$ cat src/rtl/bt_pkg.sv
package bt_pkg;

  typedef enum logic [1:0] {
    DEC_HIT    = 2'd0,
    DEC_ACT    = 2'd1,
    DEC_PREACT = 2'd2
  } decKind_e;

  typedef enum logic [2:0] {
    S_IDLE   = 3'd0,
    S_PRE    = 3'd1,
    S_ACT    = 3'd2,
    S_REL    = 3'd3,
    S_REF    = 3'd4,
    S_REOPEN = 3'd5
  } ctlState_e;

  // strobes from the control FSM to the entry datapath
  typedef struct packed {
    logic latchCmd;
    logic latchReopen;
    logic commitAct;
    logic touchHit;
    logic clearAll;
  } dpCtl_t;

endpackage

$ cat src/rtl/bt_datapath.sv
module bt_datapath
  import bt_pkg::*;
#(
  parameter int BANK_W  = 3,
  parameter int ROW_W   = 14,
  parameter int NUM_ENT = 4
) (
  input  logic              clk,
  input  logic              rstN,
  input  dpCtl_t            ctl,
  input  logic [BANK_W-1:0] cmdBank,
  input  logic [ROW_W-1:0]  cmdRow,
  input  logic              cmdConflict,
  output decKind_e          decKind,
  output logic              canReopen,
  output logic [BANK_W-1:0] preBank,
  output logic [BANK_W-1:0] actBank,
  output logic [ROW_W-1:0]  actRow
);

  localparam int IDX_W = (NUM_ENT > 1) ? $clog2(NUM_ENT) : 1;
  localparam int LAST  = NUM_ENT - 1;

  logic [BANK_W-1:0] entBank [NUM_ENT];
  logic [ROW_W-1:0]  entRow  [NUM_ENT];
  logic [NUM_ENT-1:0] entOpen;
  logic [IDX_W-1:0]  order   [NUM_ENT];   // order[0] most recent, order[LAST] least
  logic [IDX_W-1:0]  newOrder[NUM_ENT];

  logic [IDX_W-1:0]  lastIdx, tgtIdx;
  logic              lastKnown;
  logic [BANK_W-1:0] pBankQ, aBankQ;
  logic [ROW_W-1:0]  aRowQ;

  logic [NUM_ENT-1:0] bankHit, rowHit;
  logic [IDX_W-1:0]  freeIdx, hitIdx, bhIdx, decIdx, touchIdx;
  logic [BANK_W-1:0] decPreBank;
  logic              fastHit;

  // per-entry compare
  for (genvar g = 0; g < NUM_ENT; g++) begin : g_cmp
    assign bankHit[g] = entOpen[g] && (entBank[g] == cmdBank);
    assign rowHit[g]  = bankHit[g] && (entRow[g] == cmdRow);
  end

  always_comb begin
    freeIdx = '0;
    hitIdx  = '0;
    bhIdx   = '0;
    for (int i = LAST; i >= 0; i--) begin
      if (!entOpen[i]) freeIdx = IDX_W'(i);
      if (rowHit[i])   hitIdx  = IDX_W'(i);
      if (bankHit[i])  bhIdx   = IDX_W'(i);
    end
  end

  assign fastHit = !cmdConflict && lastKnown && entOpen[lastIdx];

  always_comb begin
    decKind    = DEC_ACT;
    decIdx     = freeIdx;
    decPreBank = cmdBank;
    if (fastHit) begin
      decKind = DEC_HIT;
      decIdx  = lastIdx;
    end else if (|rowHit) begin
      decKind = DEC_HIT;
      decIdx  = hitIdx;
    end else if (|bankHit) begin
      decKind = DEC_PREACT;
      decIdx  = bhIdx;
    end else if (!(&entOpen)) begin
      decKind = DEC_ACT;
      decIdx  = freeIdx;
    end else begin
      decKind    = DEC_PREACT;
      decIdx     = order[LAST];
      decPreBank = entBank[order[LAST]];
    end
  end

  // move-to-front of the touched entry
  assign touchIdx = ctl.touchHit ? decIdx : tgtIdx;

  always_comb begin
    int posI;
    posI = LAST;
    for (int i = 0; i < NUM_ENT; i++)
      if (order[i] == touchIdx) posI = i;
    newOrder[0] = touchIdx;
    for (int i = 1; i < NUM_ENT; i++)
      newOrder[i] = (i <= posI) ? order[i-1] : order[i];
  end

  always_ff @(posedge clk) begin
    if (!rstN) begin
      entOpen   <= '0;
      lastIdx   <= '0;
      tgtIdx    <= '0;
      lastKnown <= 1'b0;
      pBankQ    <= '0;
      aBankQ    <= '0;
      aRowQ     <= '0;
      for (int i = 0; i < NUM_ENT; i++) begin
        order[i]   <= IDX_W'(i);
        entBank[i] <= '0;
        entRow[i]  <= '0;
      end
    end else begin
      if (ctl.clearAll) entOpen <= '0;
      if (ctl.latchCmd) begin
        tgtIdx <= decIdx;
        pBankQ <= decPreBank;
        aBankQ <= cmdBank;
        aRowQ  <= cmdRow;
      end
      if (ctl.latchReopen) begin
        tgtIdx <= lastIdx;
        aBankQ <= entBank[lastIdx];
        aRowQ  <= entRow[lastIdx];
      end
      if (ctl.commitAct) begin
        entBank[tgtIdx] <= aBankQ;
        entRow[tgtIdx]  <= aRowQ;
        entOpen[tgtIdx] <= 1'b1;
        lastIdx         <= tgtIdx;
        lastKnown       <= 1'b1;
      end
      if (ctl.touchHit) lastIdx <= decIdx;
      if (ctl.touchHit || ctl.commitAct) order <= newOrder;
    end
  end

  assign canReopen = lastKnown;
  assign preBank   = pBankQ;
  assign actBank   = aBankQ;
  assign actRow    = aRowQ;

endmodule

$ cat src/rtl/bt_control.sv
module bt_control
  import bt_pkg::*;
(
  input  logic     clk,
  input  logic     rstN,
  input  logic     cmdValid,
  input  logic     refStart,
  input  logic     refDone,
  input  logic     preReady,
  input  logic     actReady,
  input  decKind_e decKind,
  input  logic     canReopen,
  output logic     cmdReady,
  output logic     preValid,
  output logic     actValid,
  output logic     relValid,
  output logic     relActivated,
  output dpCtl_t   ctl
);

  ctlState_e state, stateNxt;
  logic      actDoneQ, actDoneNxt;

  assign cmdReady = (state == S_IDLE) && !refStart;

  always_comb begin
    stateNxt   = state;
    actDoneNxt = actDoneQ;
    ctl        = '0;
    unique case (state)
      S_IDLE: begin
        if (refStart) begin
          ctl.clearAll = 1'b1;
          stateNxt     = S_REF;
        end else if (cmdValid) begin
          ctl.latchCmd = 1'b1;
          actDoneNxt   = 1'b0;
          unique case (decKind)
            DEC_HIT: begin
              ctl.touchHit = 1'b1;
              stateNxt     = S_REL;
            end
            DEC_ACT:    stateNxt = S_ACT;
            default:    stateNxt = S_PRE;
          endcase
        end
      end
      S_PRE: if (preReady) stateNxt = S_ACT;
      S_ACT: if (actReady) begin
        ctl.commitAct = 1'b1;
        actDoneNxt    = 1'b1;
        stateNxt      = S_REL;
      end
      S_REL: stateNxt = S_IDLE;
      S_REF: if (refDone) begin
        if (canReopen) begin
          ctl.latchReopen = 1'b1;
          stateNxt        = S_REOPEN;
        end else begin
          stateNxt = S_IDLE;
        end
      end
      S_REOPEN: if (actReady) begin
        ctl.commitAct = 1'b1;
        stateNxt      = S_IDLE;
      end
      default: stateNxt = S_IDLE;
    endcase
  end

  always_ff @(posedge clk) begin
    if (!rstN) begin
      state    <= S_IDLE;
      actDoneQ <= 1'b0;
    end else begin
      state    <= stateNxt;
      actDoneQ <= actDoneNxt;
    end
  end

  assign preValid     = (state == S_PRE);
  assign actValid     = (state == S_ACT) || (state == S_REOPEN);
  assign relValid     = (state == S_REL);
  assign relActivated = relValid && actDoneQ;

endmodule

$ cat src/rtl/bankTracker.sv
module bankTracker
  import bt_pkg::*;
#(
  parameter int BANK_W  = 3,
  parameter int ROW_W   = 14,
  parameter int NUM_ENT = 4
) (
  input  logic              clk,
  input  logic              rstN,
  input  logic              cmdValid,
  output logic              cmdReady,
  input  logic [BANK_W-1:0] cmdBank,
  input  logic [ROW_W-1:0]  cmdRow,
  input  logic              cmdConflict,
  input  logic              refStart,
  input  logic              refDone,
  output logic              preValid,
  input  logic              preReady,
  output logic [BANK_W-1:0] preBank,
  output logic              actValid,
  input  logic              actReady,
  output logic [BANK_W-1:0] actBank,
  output logic [ROW_W-1:0]  actRow,
  output logic              relValid,
  output logic              relActivated
);

  dpCtl_t   ctl;
  decKind_e decKind;
  logic     canReopen;

  bt_control u_ctl (
    .clk(clk), .rstN(rstN), .cmdValid(cmdValid), .refStart(refStart),
    .refDone(refDone), .preReady(preReady), .actReady(actReady),
    .decKind(decKind), .canReopen(canReopen), .cmdReady(cmdReady),
    .preValid(preValid), .actValid(actValid), .relValid(relValid),
    .relActivated(relActivated), .ctl(ctl)
  );

  bt_datapath #(.BANK_W(BANK_W), .ROW_W(ROW_W), .NUM_ENT(NUM_ENT)) u_dp (
    .clk(clk), .rstN(rstN), .ctl(ctl), .cmdBank(cmdBank), .cmdRow(cmdRow),
    .cmdConflict(cmdConflict), .decKind(decKind), .canReopen(canReopen),
    .preBank(preBank), .actBank(actBank), .actRow(actRow)
  );

endmodule

$ cat config.mk
export PLATFORM = sky130hd
export DESIGN_NAME = bankTracker
export DESIGN_NICKNAME = d
export VERILOG_FILES = /design/src/rtl/bt_pkg.sv /design/src/rtl/bt_datapath.sv /design/src/rtl/bt_control.sv /design/src/rtl/bankTracker.sv
export SDC_FILE = /design/constraint.sdc
export NUM_CORES = 1
export LEC_CHECK = 0
export BUFFER_PORTS_ARGS = -buffer_cell sky130_fd_sc_hd__buf_2
export CAP_MARGIN = 20
export CORE_UTILIZATION = 45
export CTS_BUF_LIST = sky130_fd_sc_hd__clkbuf_4
export CTS_CLUSTER_SIZE = 12
export DETAILED_ROUTE_END_ITERATION = 12
export SYNTH_ARGS = -nofsm -noshare
export SYNTH_HDL_FRONTEND = slang
export SYNTH_SLANG_ARGS = --single-unit
export TNS_END_PERCENT = 5
$ cat constraint.sdc
create_clock -name clk -period 8.8 [get_ports clk]
set_clock_uncertainty 0.05 [all_clocks]
set_input_delay 0.88 -clock clk [delete_from_list [all_inputs] [get_ports clk]]
set_output_delay 0.88 -clock clk [all_outputs]
set_load 0.01 [all_outputs]
* After elaboration in Yosys (flattened, before gate mapping)
Memory sizes are Yosys's and may differ from the RTL's. A register that Yosys moved wholly into a read port is not among the register bits.
Cells that the tools add are included.
** Word-level totals
- Register bits after elaboration :: 41
- RAM bits :: 68
- Input bits :: 25
- Memories kept :: 2
** Memory list
- u_dp.entRow :: depth 4, bits a word 14, read ports 5, clocked after Yosys merged registers in 1, write ports 4, line bt_datapath.sv:25 : logic [ROW_W-1:0] entRow [NUM_ENT];
- u_dp.entBank :: depth 4, bits a word 3, read ports 6, clocked after Yosys merged registers in 2, write ports 4, line bt_datapath.sv:24 : logic [BANK_W-1:0] entBank [NUM_ENT];
** Cells by class
- $lt $le $gt $ge :: 6
- Eq/ne operators :: 25
- Muxes and demuxes :: 86
- Bitwise gates (word level) :: 1
- Reduce and logical (&&, ||, !) cells :: 33
** Operator list (count)
- 2-bit 2-to-1 mux :: 38
- 14-bit equality test :: 4
- 14-bit 2-to-1 mux :: 3
- 3-bit 2-to-1 mux :: 14
- 1-bit 2-to-1 mux :: 23
- 3-bit case mux with 5 select lines :: 1
- 14-bit OR reduction :: 1
- 1-bit logical AND :: 13
- 3-bit equality test :: 4
- 4-bit 2-to-1 mux :: 3
- 2-bit inequality test (second input constant) :: 5
- 2-bit equality test :: 4
- 4-bit AND reduction :: 2
- 4-bit OR reduction :: 2
- 3-bit by 2-bit equality test with 1-bit output (second input constant) :: 2
- 3-bit equality test (second input constant) :: 2
- 2-bit by 3-bit less-than comparator with 1-bit output (second input constant) :: 2
- 2-bit AND reduction :: 3
- 2-bit nonzero test :: 3
- 5-bit AND reduction :: 1
- 2-bit less-or-equal comparator (first input constant) :: 2
- 4-bit bitwise OR :: 1
- 2-bit case mux with 2 select lines :: 1
- 3-bit by 1-bit equality test with 1-bit output (second input constant) :: 1
- 14 further kinds :: 16

* Depth between registers and ports, before layout
Gate-level depths: netlist of the first run.
An unclocked memory read counts as a cell.
- Depth after elaboration :: 22
- Gate-level depth with buffers :: 13

* Cells and area by module
Synthesis of the first run repeated with hierarchy kept, for this count alone.
** Unflattened totals
- Cells, all modules :: 596
- Area, all modules :: 6323.6 sq um
** Modules (own cells, without submodules)
- bt_datapath :: instances 1, cells an instance 551, area each 5958.2 sq um
- bt_control :: instances 1, cells an instance 45, area each 365.4 sq um

* Least setup slack after synthesis of the first run
OpenSTA, ideal clock, no wires.
- Kind :: input port to flip-flop
- Start point :: input cmdRow[4]
- End point :: register u_dp.order[4] in the netlist's numbering
- Setup time :: 0.126 ns
- Arrival :: 3.346 ns
- Path slack :: 5.278 ns
- Stages :: 13
- Path buffers :: 2
- Cell sequence :: buf_4 xnor2_2 nand4_1 or4b_4 o32ai_4 o31ai_2 buf_6 a31oi_4 nand2_2 a31o_2 o31ai_4 mux2i_1 nand2_1
** Between the ends
- Longest elaborated chain between the ends :: 18
- Elaborated cells on any way between the ends :: 34
** Ends and longest elaborated chain
- start: declaration :: line bankTracker.sv:13 : input logic [ROW_W-1:0] cmdRow,
- 14-bit equality test :: line bt_datapath.sv:43 : assign rowHit[g] = bankHit[g] && (entRow[g] == cmdRow);
- 1-bit logical AND :: line bt_datapath.sv:43
- 4-bit OR reduction :: line bt_datapath.sv:66 : end else if (|rowHit) begin
- 2-bit 2-to-1 mux :: line bt_datapath.sv:66
- 2-bit 2-to-1 mux :: line bt_datapath.sv:63 : if (fastHit) begin
- 2-bit logical NOT :: line bt_control.sv:38 : unique case (decKind)
- 1-bit 2-to-1 mux :: line bt_control.sv:38
- 1-bit 2-to-1 mux :: line bt_control.sv:35 : end else if (cmdValid) begin
- 1-bit 2-to-1 mux :: line bt_control.sv:32 : if (refStart) begin
- 2-bit 2-to-1 mux :: line bt_control.sv:30 : unique case (state)
- 2-bit 2-to-1 mux :: line bt_datapath.sv:83 : assign touchIdx = ctl.touchHit ? decIdx : tgtIdx;
- 2-bit equality test :: line bt_datapath.sv:89 : if (order[i] == touchIdx) posI = i;
- 2-bit 2-to-1 mux (4 in a row) :: line bt_datapath.sv:89
- 1-bit by 2-bit less-or-equal comparator with 1-bit output :: line bt_datapath.sv:92 : newOrder[i] = (i <= posI) ? order[i-1] : order[i];
- 2-bit AND reduction (no line) (*)
- end signal: indexed assignment :: line bt_datapath.sv:105 : order[i] <= IDX_W'(i);
- end signal: assignment :: line bt_datapath.sv:130 : if (ctl.touchHit || ctl.commitAct) order <= newOrder;
- end: declaration :: line bt_datapath.sv:27 : logic [IDX_W-1:0] order [NUM_ENT];
Mark *: on every way between the ends. The rest lies on a longest branch, timed or not.
A chain may end at the register's enable or synchronous reset.

==> flow_summary.json, run 1 <==
{
  "status": "complete, no violations",
  "ios": 50,
  "cts_setup_buffers": 0,
  "worst-setup-path-type": "input pin to flop",
  "nNetsFinal": 644,
  "critPathMaxFanout": 33,
  "path_clk_slew_ns": 0.17,
  "worstSkewPairLatency_ns": 0.51,
  "die_y_microns": 121,
  "rows": 43,
  "drtPass1Iterations": 4,
  "synthCells": 595,
  "power_density_nw_per_um2": 160,
  "drt-initial-drc-count": 318,
  "numCtsBuffers": 9,
  "ys_seq_elements": 111,
  "setup_viol": 0,
  "via_per_inst": 5.78,
  "grt_max_degree": 34,
  "antenna_found_initial": 1,
  "swShare_pct": 32.0,
  "fin_ws_ns": 5.26,
  "drtAntennaViolNets": 0,
  "synthArstFlopShare_pct": 0,
  "synth_edf_count": 68,
  "period_needed_ns": 3.54,
  "cts.path.max_buffers": 2,
  "die_w_microns": 121,
  "max_cap_viol_count": 0,
  "via_count": 4650,
  "route.detailed.drc": 0,
  "nFillCells": 1253,
  "place_ws_ns": 4.09,
  "port-buffer-count": 49,
  "ys_seq_area_share_pct": 45.2,
  "die_area_sq_um": 14800,
  "switchingPower_uw": 352,
  "grt_use_total_pct": 23.5,
  "syn_nets": 620,
  "fmaxAchievable_mhz": 282,
  "post-route-period-util_pct": 40.2,
  "cts_resized": 0,
  "ys_types": 57,
  "final_common_cell": "and2_1",
  "startpoint_type": "input pin",
  "pwr-share-seq_pct": 57.1,
  "hold_violations": 0,
  "area.growth.synth_to_final_pct": 7.19,
  "core_sq_um": 13900,
  "slew_headroom_pct": 33.2,
  "synth_ff_type": "edfxtp_1",
  "critPathRequiredTime_ns": 8.89,
  "dp_hpwl_mm": 11.5,
  "cp_data_arrival_time_ns": 3.63,
  "p_comb_share_pct": 21.5,
  "internal_power_uw": 750,
  "rsz0062_at_grt": "no",
  "cts.sinks": 111,
  "synth_area_sq_um": 6420,
  "drive_gt1_share_pct": 18.3,
  "worst_pin_slew_ns": 1.00,
  "cp-end-kind": "flop",
  "cts-htree-levels": 3,
  "gr-total-overflow": 0,
  "ys_warn_count": 0,
  "setup_tns_ns": 0,
  "cts_hold_buf": 0,
  "first_global_vias": 4444,
  "grt_pass1_wl_mm": 25.6,
  "avgSynthCellArea_sq_um": 10.8,
  "cts_tree": "built",
  "drv_slew": 0,
  "root_buffer": "clkbuf_4",
  "p_leak_nw": 2.53,
  "wl_per_cell_microns": 20.2,
  "irDropWorstVdd_mv": 0.0887,
  "pwr-share-clk_pct": 21.4,
  "gp_congestion": 0.889,
  "mostFrequentLayoutCells": "and2_1 (74), edfxtp_1 (68), nand2_1 (51)",
  "start_util_pct": 46.3,
  "holdCritPathClass": "flop to flop",
  "wl_mm": 16.2
}
power by group through the flow:
| stage | registers (mW) | logic, mW | clock network, mW |
|---|---|---|---|
| 5_1_grt | 0.636 | 0.261 | 0.260 |
| 6_report | 0.629 | 0.237 | 0.235 |
| 2_1_floorplan | 0.625 | 0.168 | 0 |
| 3_5_place_dp | 0.641 | 0.234 | 0 |
| 3_3_place_gp | 0.640 | 0.231 | 0 |
| 4_1_cts | 0.630 | 0.235 | 0.244 |
worst max-delay path: stages:
cell and delay (ns):
buf_2 0.49, inv_1 0.43, nor2_1 0.20, buf_4 0.23
and3_1 0.61, nand2b_1 0.75
sequential cells by signal, indices dropped and copies added, names as in the netlist, named ones only:
name	count
u_dp.entRow	56
u_dp.lastIdx	2
u_ctl.state	3
u_dp.actBank	3
u_dp.entBank	12
u_dp.order	6
u_dp.preBank	3
u_dp.canReopen	1
u_ctl.actDoneQ	1
u_dp.tgtIdx	2
u_dp.entOpen	4
u_dp.actRow	14
synth_stat cells, drive strengths merged, types with 16 or more instances:
master / n / share of area (%)
nor2: 27 / 1.6
buf: 20 / 1.9
mux4: 20 / 7.0
xor2: 23 / 3.1
a21boi: 17 / 2.0
nand4: 16 / 1.6
dfxtp: 43 / 13
xnor2: 54 / 8.1
and2: 74 / 7.2
edfxtp: 68 / 32
a22oi: 21 / 2.5
nand2: 52 / 3.1
clkbuf: 25 / 1.5
layer usage:
metal / up-vias / GRT usage (%) / share of wire [%]
met3: 20 / 4.84 / 6.7
met2: 168 / 35.8 / 44
met1: 2269 / 34.2 / 48
met5: - / 0 / 0
li1: 2193 / - / -
met4: 0 / 5.56 / 1.2
worst paths after layout:
kind	start	endpoint	slack [ns]	cells after the start
setup / recovery	rstN	u_dp.entBank[2][1]$_SDFFCE_PN0P_	5.26	6
hold / removal	u_dp.order[2]$_SDFFE_PN0P_	u_dp.order[2]$_SDFFE_PN0P_	0.44	2
setup reg to reg	u_dp.lastIdx[0]$_SDFFE_PN0N_	flop	5.32	10
hold reg to reg	u_dp.order[2]$_SDFFE_PN0P_	u_dp.order[2]$_SDFFE_PN0P_	0.44	2
logic make-up (layout without fill, tap and decap cells):
| group | count (synthesis) | after routing | synth area share, % |
|---|---|---|---|
| muxes | 32 | 32 | 8.96 |
| buffers and inverters | 54 | 83 | 3.88 |
| AOI/OAI and AO/OA | 101 | 101 | 12.0 |
| DFF | 111 | 111 | 45.2 |
| xor gates and xnor gates | 77 | 77 | 11.2 |
| and+or+nand+nor | 220 | 220 | 18.8 |
| other | 0 | 1 | 0 |
cell type report:
| type | instances | area, sq um | area share, % |
|---|---|---|---|
| tap | 180 | 225 | 3.27 |
| timing repair buffer | 58 | 328 | 4.76 |
| sequential | 111 | 2900 | 42.2 |
| clock buffer | 12 | 90.1 | 1.31 |
| antenna | 1 | 2.50 | 0.0363 |
| inverter | 9 | 33.8 | 0.491 |
| clock inverter | 4 | 21.3 | 0.309 |
| multi-input combinational | 430 | 3280 | 47.7 |
stage by stage:
step                      instances  hold WS (ns)  utilization, %  area [sq um]  power (mW)
after detailed placement        785         0.430            48.5          6730       0.875
after CTS                       801         0.451            49.3          6850        1.11
final                           805         0.444            49.6          6890        1.10
after floorplan                 595         0.397               -          6420       0.793
after global routing            805         0.494            49.6          6890        1.16
after global placement          785         0.421            48.5          6730       0.871
No activity file was read; power rests on OpenSTA's default activity.
==> run 2, diff against run 1 <==
ABC_AREA = 1   (was not set)
clock period = 3.6 ns   (was 8.8 ns; I/O delays follow)
==> flow_summary.json, run 2 <==
{
  "worstSkewPairLatency_ns": 0.52,
  "nNetsFinal": 1020,
  "wl_per_cell_microns": 16.6,
  "die_area_sq_um": 15300,
  "numCtsBuffers": 9,
  "synth_most_common_cell": "nand2_1",
  "via_per_inst": 5.23,
  "status": "complete, no violations",
  "gr-total-overflow": 0,
  "max_cap_viol_count": 0,
  "gp_congestion": 0.902,
  "ios": 50,
  "placedInstanceArea_sq_um": 7120,
  "setup_viol": 0,
  "rsz0062_at_grt": "no",
  "avgSynthCellArea_sq_um": 7.03,
  "irDropWorstVdd_mv": 0.180,
  "place_ws_ns": 0.808,
  "p_comb_share_pct": 30.8,
  "fmaxAchievable_mhz": 348,
  "cts_setup_buffers": 0,
  "start_util_pct": 46.0,
  "worst-setup-path-type": "flop to flop",
  "drtPass1Iterations": 7,
  "drv_slew": 0,
  "holdCritPathClass": "input pin to flop",
  "switchingPower_mw": 1.22,
  "cp_data_arrival_time_ns": 3.24,
  "ys_seq_elements": 111,
  "antenna_found_initial": 1,
  "synthArstFlopShare_pct": 0,
  "cts-htree-levels": 3,
  "dp.cells": 1168,
  "fin_ws_ns": 0.729,
  "worst_pin_slew_ns": 0.956,
  "slew_headroom_pct": 36.1,
  "core_sq_um": 14500,
  "cp-end-kind": "flop",
  "hold_violations": 0,
  "synth_area_sq_um": 6680,
  "ys_warn_count": 0,
  "largest_reg_flops": 56,
  "dp_hpwl_mm": 13.6,
  "final-instance-count-excl-fill": 1186,
  "synth_top_area_share_pct": 30.6,
  "cts.path.max_buffers": 2,
  "cts_hold_buf": 0,
  "power_density_nw_per_um2": 440,
  "regMostFlops": "u_dp.entRow",
  "grt_pass1_wl_mm": 30.1,
  "setup_tns_ns": 0,
  "route.detailed.drc": 0,
  "p_leak_nw": 3.45,
  "via_count": 6198,
  "critPathMaxFanout": 18,
  "wl_mm": 19.7,
  "first_global_vias": 5559,
  "period_needed_ns": 2.87,
  "die_w_microns": 124,
  "final_common_cell": "nand2_1",
  "drt-initial-drc-count": 495,
  "mostFrequentLayoutCells": "nand2_1 (247), nor2_1 (153), inv_1 (137)",
  "synthCells": 950,
  "grt_max_degree": 43,
  "area.growth.synth_to_final_pct": 8.79,
  "yosys-top-cells-count": "nand2_1 (247), nor2_1 (153), inv_1 (137), edfxtp_1 (68), o21ai_0 (62)",
  "grt_use_total_pct": 27.1,
  "die_y_microns": 124,
  "cts.sinks": 111,
  "nFillCells": 1521,
  "synth_edf_count": 68,
  "synth_area_leaders": "edfxtp_1 (31%), nand2_1 (14%), dfxtp_1 (13%)",
  "drtAntennaViolNets": 0,
  "syn_nets": 975,
  "ys_types": 42,
  "port-buffer-count": 49,
  "pwr-share-seq_pct": 48.2,
  "cts_tree": "built",
  "rows": 44,
  "critPathRequiredTime_ns": 3.97,
  "synth_top_cell_by_area": "edfxtp_1",
  "path_clk_slew_ns": 0.17,
  "startpoint_type": "flop",
  "root_buffer": "clkbuf_4",
  "cts_resized": 0,
  "drive_gt1_share_pct": 12.6,
  "design_area_sq_um": 7270,
  "synth_ff_type": "edfxtp_1",
  "swShare_pct": 38.2,
  "ys_seq_area_share_pct": 43.5,
  "internal_power_mw": 1.98,
  "pwr-share-clk_pct": 21.0,
  "post-route-period-util_pct": 79.7
}
run 2: power by group through the flow:
stage | clock (mW) | sequential, mW | combinational [mW]
floorplan | 0 | 1.55 | 0.682
global placement | 0 | 1.57 | 0.984
detailed placement | 0 | 1.57 | 0.978
CTS | 0.682 | 1.54 | 0.982
global route | 0.723 | 1.56 | 1.11
finish | 0.671 | 1.54 | 0.985
run 2: cell families (layout without fill, tap and decap cells):
kind of cell	Yosys count	in the layout	synth area share, %
other	0	2	0
DFF	111	111	43.5
xor gates and xnor gates	17	17	2.34
and+or+nand+nor	475	475	29.8
buffers and inverters	184	234	10.8
AOI/OAI and AO/OA	163	163	13.6
run 2: cell type report:
cell class,instances,area (sq um),share of cell area (%)
diodes,2,5.00,0.0689
clock buffers,11,82.6,1.14
clock inverters,5,57.6,0.792
inverters,156,593,8.16
multi-input cells,655,3050,42.0
flip-flops and latches,111,2900,40.0
well taps,184,230,3.17
repair buffers,62,343,4.72
run 2: metrics by stage:
step | utilization (%) | hold slack (ns) | total power [mW]
2_1_floorplan | - | 0.408 | 2.23
4_1_cts | 50.0 | 0.0852 | 3.20
6_report | 50.0 | 0.119 | 3.20
3_5_place_dp | 49.0 | 0.410 | 2.55
5_1_grt | 50.0 | 0.116 | 3.39
3_3_place_gp | 49.0 | 0.403 | 2.55
run 2: worst paths after layout:
check	startpoint	endpoint	slack [ns]	depth (start not counted)
max	u_ctl.state[2]$_SDFFE_PN0P_	u_dp.actBank[1]$_SDFFE_PN0P_	0.73	9
min	actReady	u_ctl.state[1]$_SDFFE_PN0P_	0.12	4
max reg2reg	u_ctl.state[2]$_SDFFE_PN0P_	u_dp.actBank[1]$_SDFFE_PN0P_	0.73	9
min reg2reg	u_dp.preBank[1]$_SDFFE_PN0P_	u_dp.preBank[1]$_SDFFE_PN0P_	0.43	2
run 2: metal layers:
metal,up-vias,global-route usage (%),part of all wire (%),wire length [microns]
met4,0,8.28,1.3,265
met3,17,4.99,7.7,1510
li1,3120,-,-,-
met5,-,0,0,0
met1,2818,37.3,46,8970
met2,243,43.0,45,8910
run 2: worst max-delay path, stage by stage, from the launching register on:
cell and delay (ns):
dfxtp_1 0.50, inv_1 0.10, nor3_1 0.24, inv_1 0.08
nor2_1 0.50, inv_1 0.13, nand2_1 0.74, o22ai_1 0.13
o21ai_0 0.25, inv_1 0.07
==> run 3, diff against run 2 <==
clock period = 2.57 ns   (was 3.6 ns; I/O delays follow)
==> flow_summary.json, run 3 (synthesized netlist as in run 2, its figures left out) <==
{
  "core_sq_um": 14500,
  "drv_slew": 0,
  "slew_headroom_pct": 51.0,
  "start_util_pct": 46.0,
  "route.detailed.drc": 0,
  "rsz0062_at_grt": "yes",
  "swShare_pct": 37.1,
  "cts.path.max_buffers": 2,
  "rrSetupSlack_ns": 0.07,
  "status": "complete, no violations",
  "irDropWorstVdd_mv": 0.352,
  "r2r_start": "u_dp.entRow[0][6]$_SDFFCE_PN0P_",
  "mostFrequentLayoutCells": "nand2_1 (236), nor2_1 (144), inv_1 (136)",
  "first_global_vias": 5738,
  "via_per_inst": 5.17,
  "path_clk_slew_ns": 0.17,
  "holdCritPathClass": "input pin to flop",
  "cts-htree-levels": 3,
  "crit_start": "u_dp.entRow[0][6]$_SDFFCE_PN0P_",
  "drive_gt1_share_pct": 17.3,
  "fin_ws_ns": 0.0735,
  "final_common_cell": "nand2_1",
  "wl_mm": 19.8,
  "regMostFlops": "u_dp.entRow",
  "port-buffer-count": 49,
  "max_cap_viol_count": 0,
  "ios": 50,
  "post-route-util_pct": 52.6,
  "r2r_cells": 19,
  "dp_hpwl_mm": 13.8,
  "hold_violations": 0,
  "period_needed_ns": 2.50,
  "grt_use_total_pct": 27.5,
  "final-instance-count-excl-fill": 1208,
  "antenna_cells": 0,
  "worst-setup-path-type": "flop to flop",
  "gr-total-overflow": 0,
  "worst_pin_slew_ns": 0.734,
  "setup_viol": 0,
  "antenna_found_initial": 0,
  "nNetsFinal": 1044,
  "p_leak_nw": 3.59,
  "drtPass1Iterations": 7,
  "drtAntennaViolNets": 0,
  "worstSkewPairLatency_ns": 0.51,
  "critPathMaxFanout": 4,
  "pwr-share-seq_pct": 46.4,
  "root_buffer": "clkbuf_4",
  "via_count": 6250,
  "numCtsBuffers": 9,
  "power.total_mw": 4.64,
  "place_ws_ns": -0.0324,
  "grt_pass1_wl_mm": 30.8,
  "p_comb_share_pct": 31.9,
  "cp_data_arrival_time_ns": 2.84,
  "fmaxAchievable_mhz": 401,
  "gp_congestion": 0.934,
  "drt-initial-drc-count": 446,
  "critPathRequiredTime_ns": 2.91,
  "grt_max_degree": 43,
  "cts.sinks": 111,
  "wl_per_cell_microns": 16.4,
  "cts_tree": "built",
  "largest_reg_flops": 56,
  "setup_tns_ns": 0,
  "nFillCells": 1524,
  "internal_power_mw": 2.92,
  "cp-end-kind": "flop",
  "pwr-share-clk_pct": 21.7,
  "rows": 44,
  "die_y_microns": 124,
  "startpoint_type": "flop",
  "area.growth.synth_to_final_pct": 14.5,
  "die_w_microns": 124,
  "dp.cells": 1180,
  "hold_path.startpoint": "actReady",
  "switchingPower_mw": 1.72,
  "post-route-period-util_pct": 97.1,
  "die_area_sq_um": 15300,
  "power_density_nw_per_um2": 607
}
-- run 3: changes by cell type in the layout (fill, tap and decap cells not counted), sizes merged --
cell and delta:
clkinv +1, bufinv +1, clkinvlp +1, inv -1
dlygate4sd3 +1, diode -2, clkbuf -2, buf +23
-- run 3: worst min-delay path by stage --
stage	endpoint	slack, ns	cells past startpoint
6_report	u_dp.canReopen$_SDFFE_PN0P_	0.04	3
5_1_grt	u_dp.canReopen$_SDFFE_PN0P_	0.03	3
4_1_cts	u_dp.canReopen$_SDFFE_PN0P_	0.007	3
3_5_place_dp	u_dp.preBank[1]$_SDFFE_PN0P_	0.41	2
3_3_place_gp	u_dp.preBank[1]$_SDFFE_PN0P_	0.41	2
2_1_floorplan	u_dp.preBank[0]$_SDFFE_PN0P_	0.37	2
-- run 3: cell type report --
| class | count | area [sq um] | area share, % |
|---|---|---|---|
| clock buffers | 9 | 67.6 | 0.884 |
| clock inverters | 7 | 97.6 | 1.28 |
| inverters | 156 | 596 | 7.79 |
| multi-input cells | 655 | 3190 | 41.7 |
| flip-flops and latches | 111 | 2900 | 38.0 |
| well taps | 184 | 230 | 3.01 |
| repair buffers | 86 | 566 | 7.40 |
-- run 3: metal layers --
layer	up-vias	global-route usage, %	part of all wire [%]
li1	3158	-	-
met5	-	0	0
met4	0	9.11	2.0
met1	2860	38.8	47
met2	204	44.1	45
met3	28	2.88	6.0
-- run 3: repair_timing --
action | 4_1_cts | 5_1_grt
hold buffers | 1 | 0
resized for setup | 1 | 38
pin swaps | 0 | 25
cloned | 0 | 0
setup endpoints to repair | 4 | 8
buffers inserted | 0 | 11
endpoints found under the hold margin | 1 | 0
-- run 3: critical path, stage by stage (launching register included) --
cell and delay, ns:
edfxtp_1 0.45, xor2_1 0.30, nor2_1 0.07, nand2_1 0.09, nor2_2 0.04, nand2_2 0.08
nand3_4 0.10, nor2_4 0.20, nor2_8 0.07, nand2_4 0.09, buf_4 0.10, nand3b_1 0.06
nand2_1 0.09, nand2_2 0.06, nand2_2 0.08, inv_4 0.05, a21oi_4 0.17, nand2_2 0.09
nand2_2 0.06, nand3_2 0.06
-- run 3: metrics by stage --
stage / hold WS (ns) / cell area [sq um]
4_1_cts: 0.00743 / 7430
5_1_grt: 0.0322 / 7650
3_3_place_gp: 0.408 / 7250
6_report: 0.0360 / 7650
3_5_place_dp: 0.407 / 7250
2_1_floorplan: 0.368 / 6680
-- run 3: power groups by stage --
stage	logic, mW	clock network, mW	registers [mW]
2_1_floorplan	0.956	0	2.17
3_3_place_gp	1.45	0	2.19
3_5_place_dp	1.44	0	2.19
4_1_cts	1.45	1.04	2.15
5_1_grt	1.65	1.09	2.18
6_report	1.48	1.01	2.15
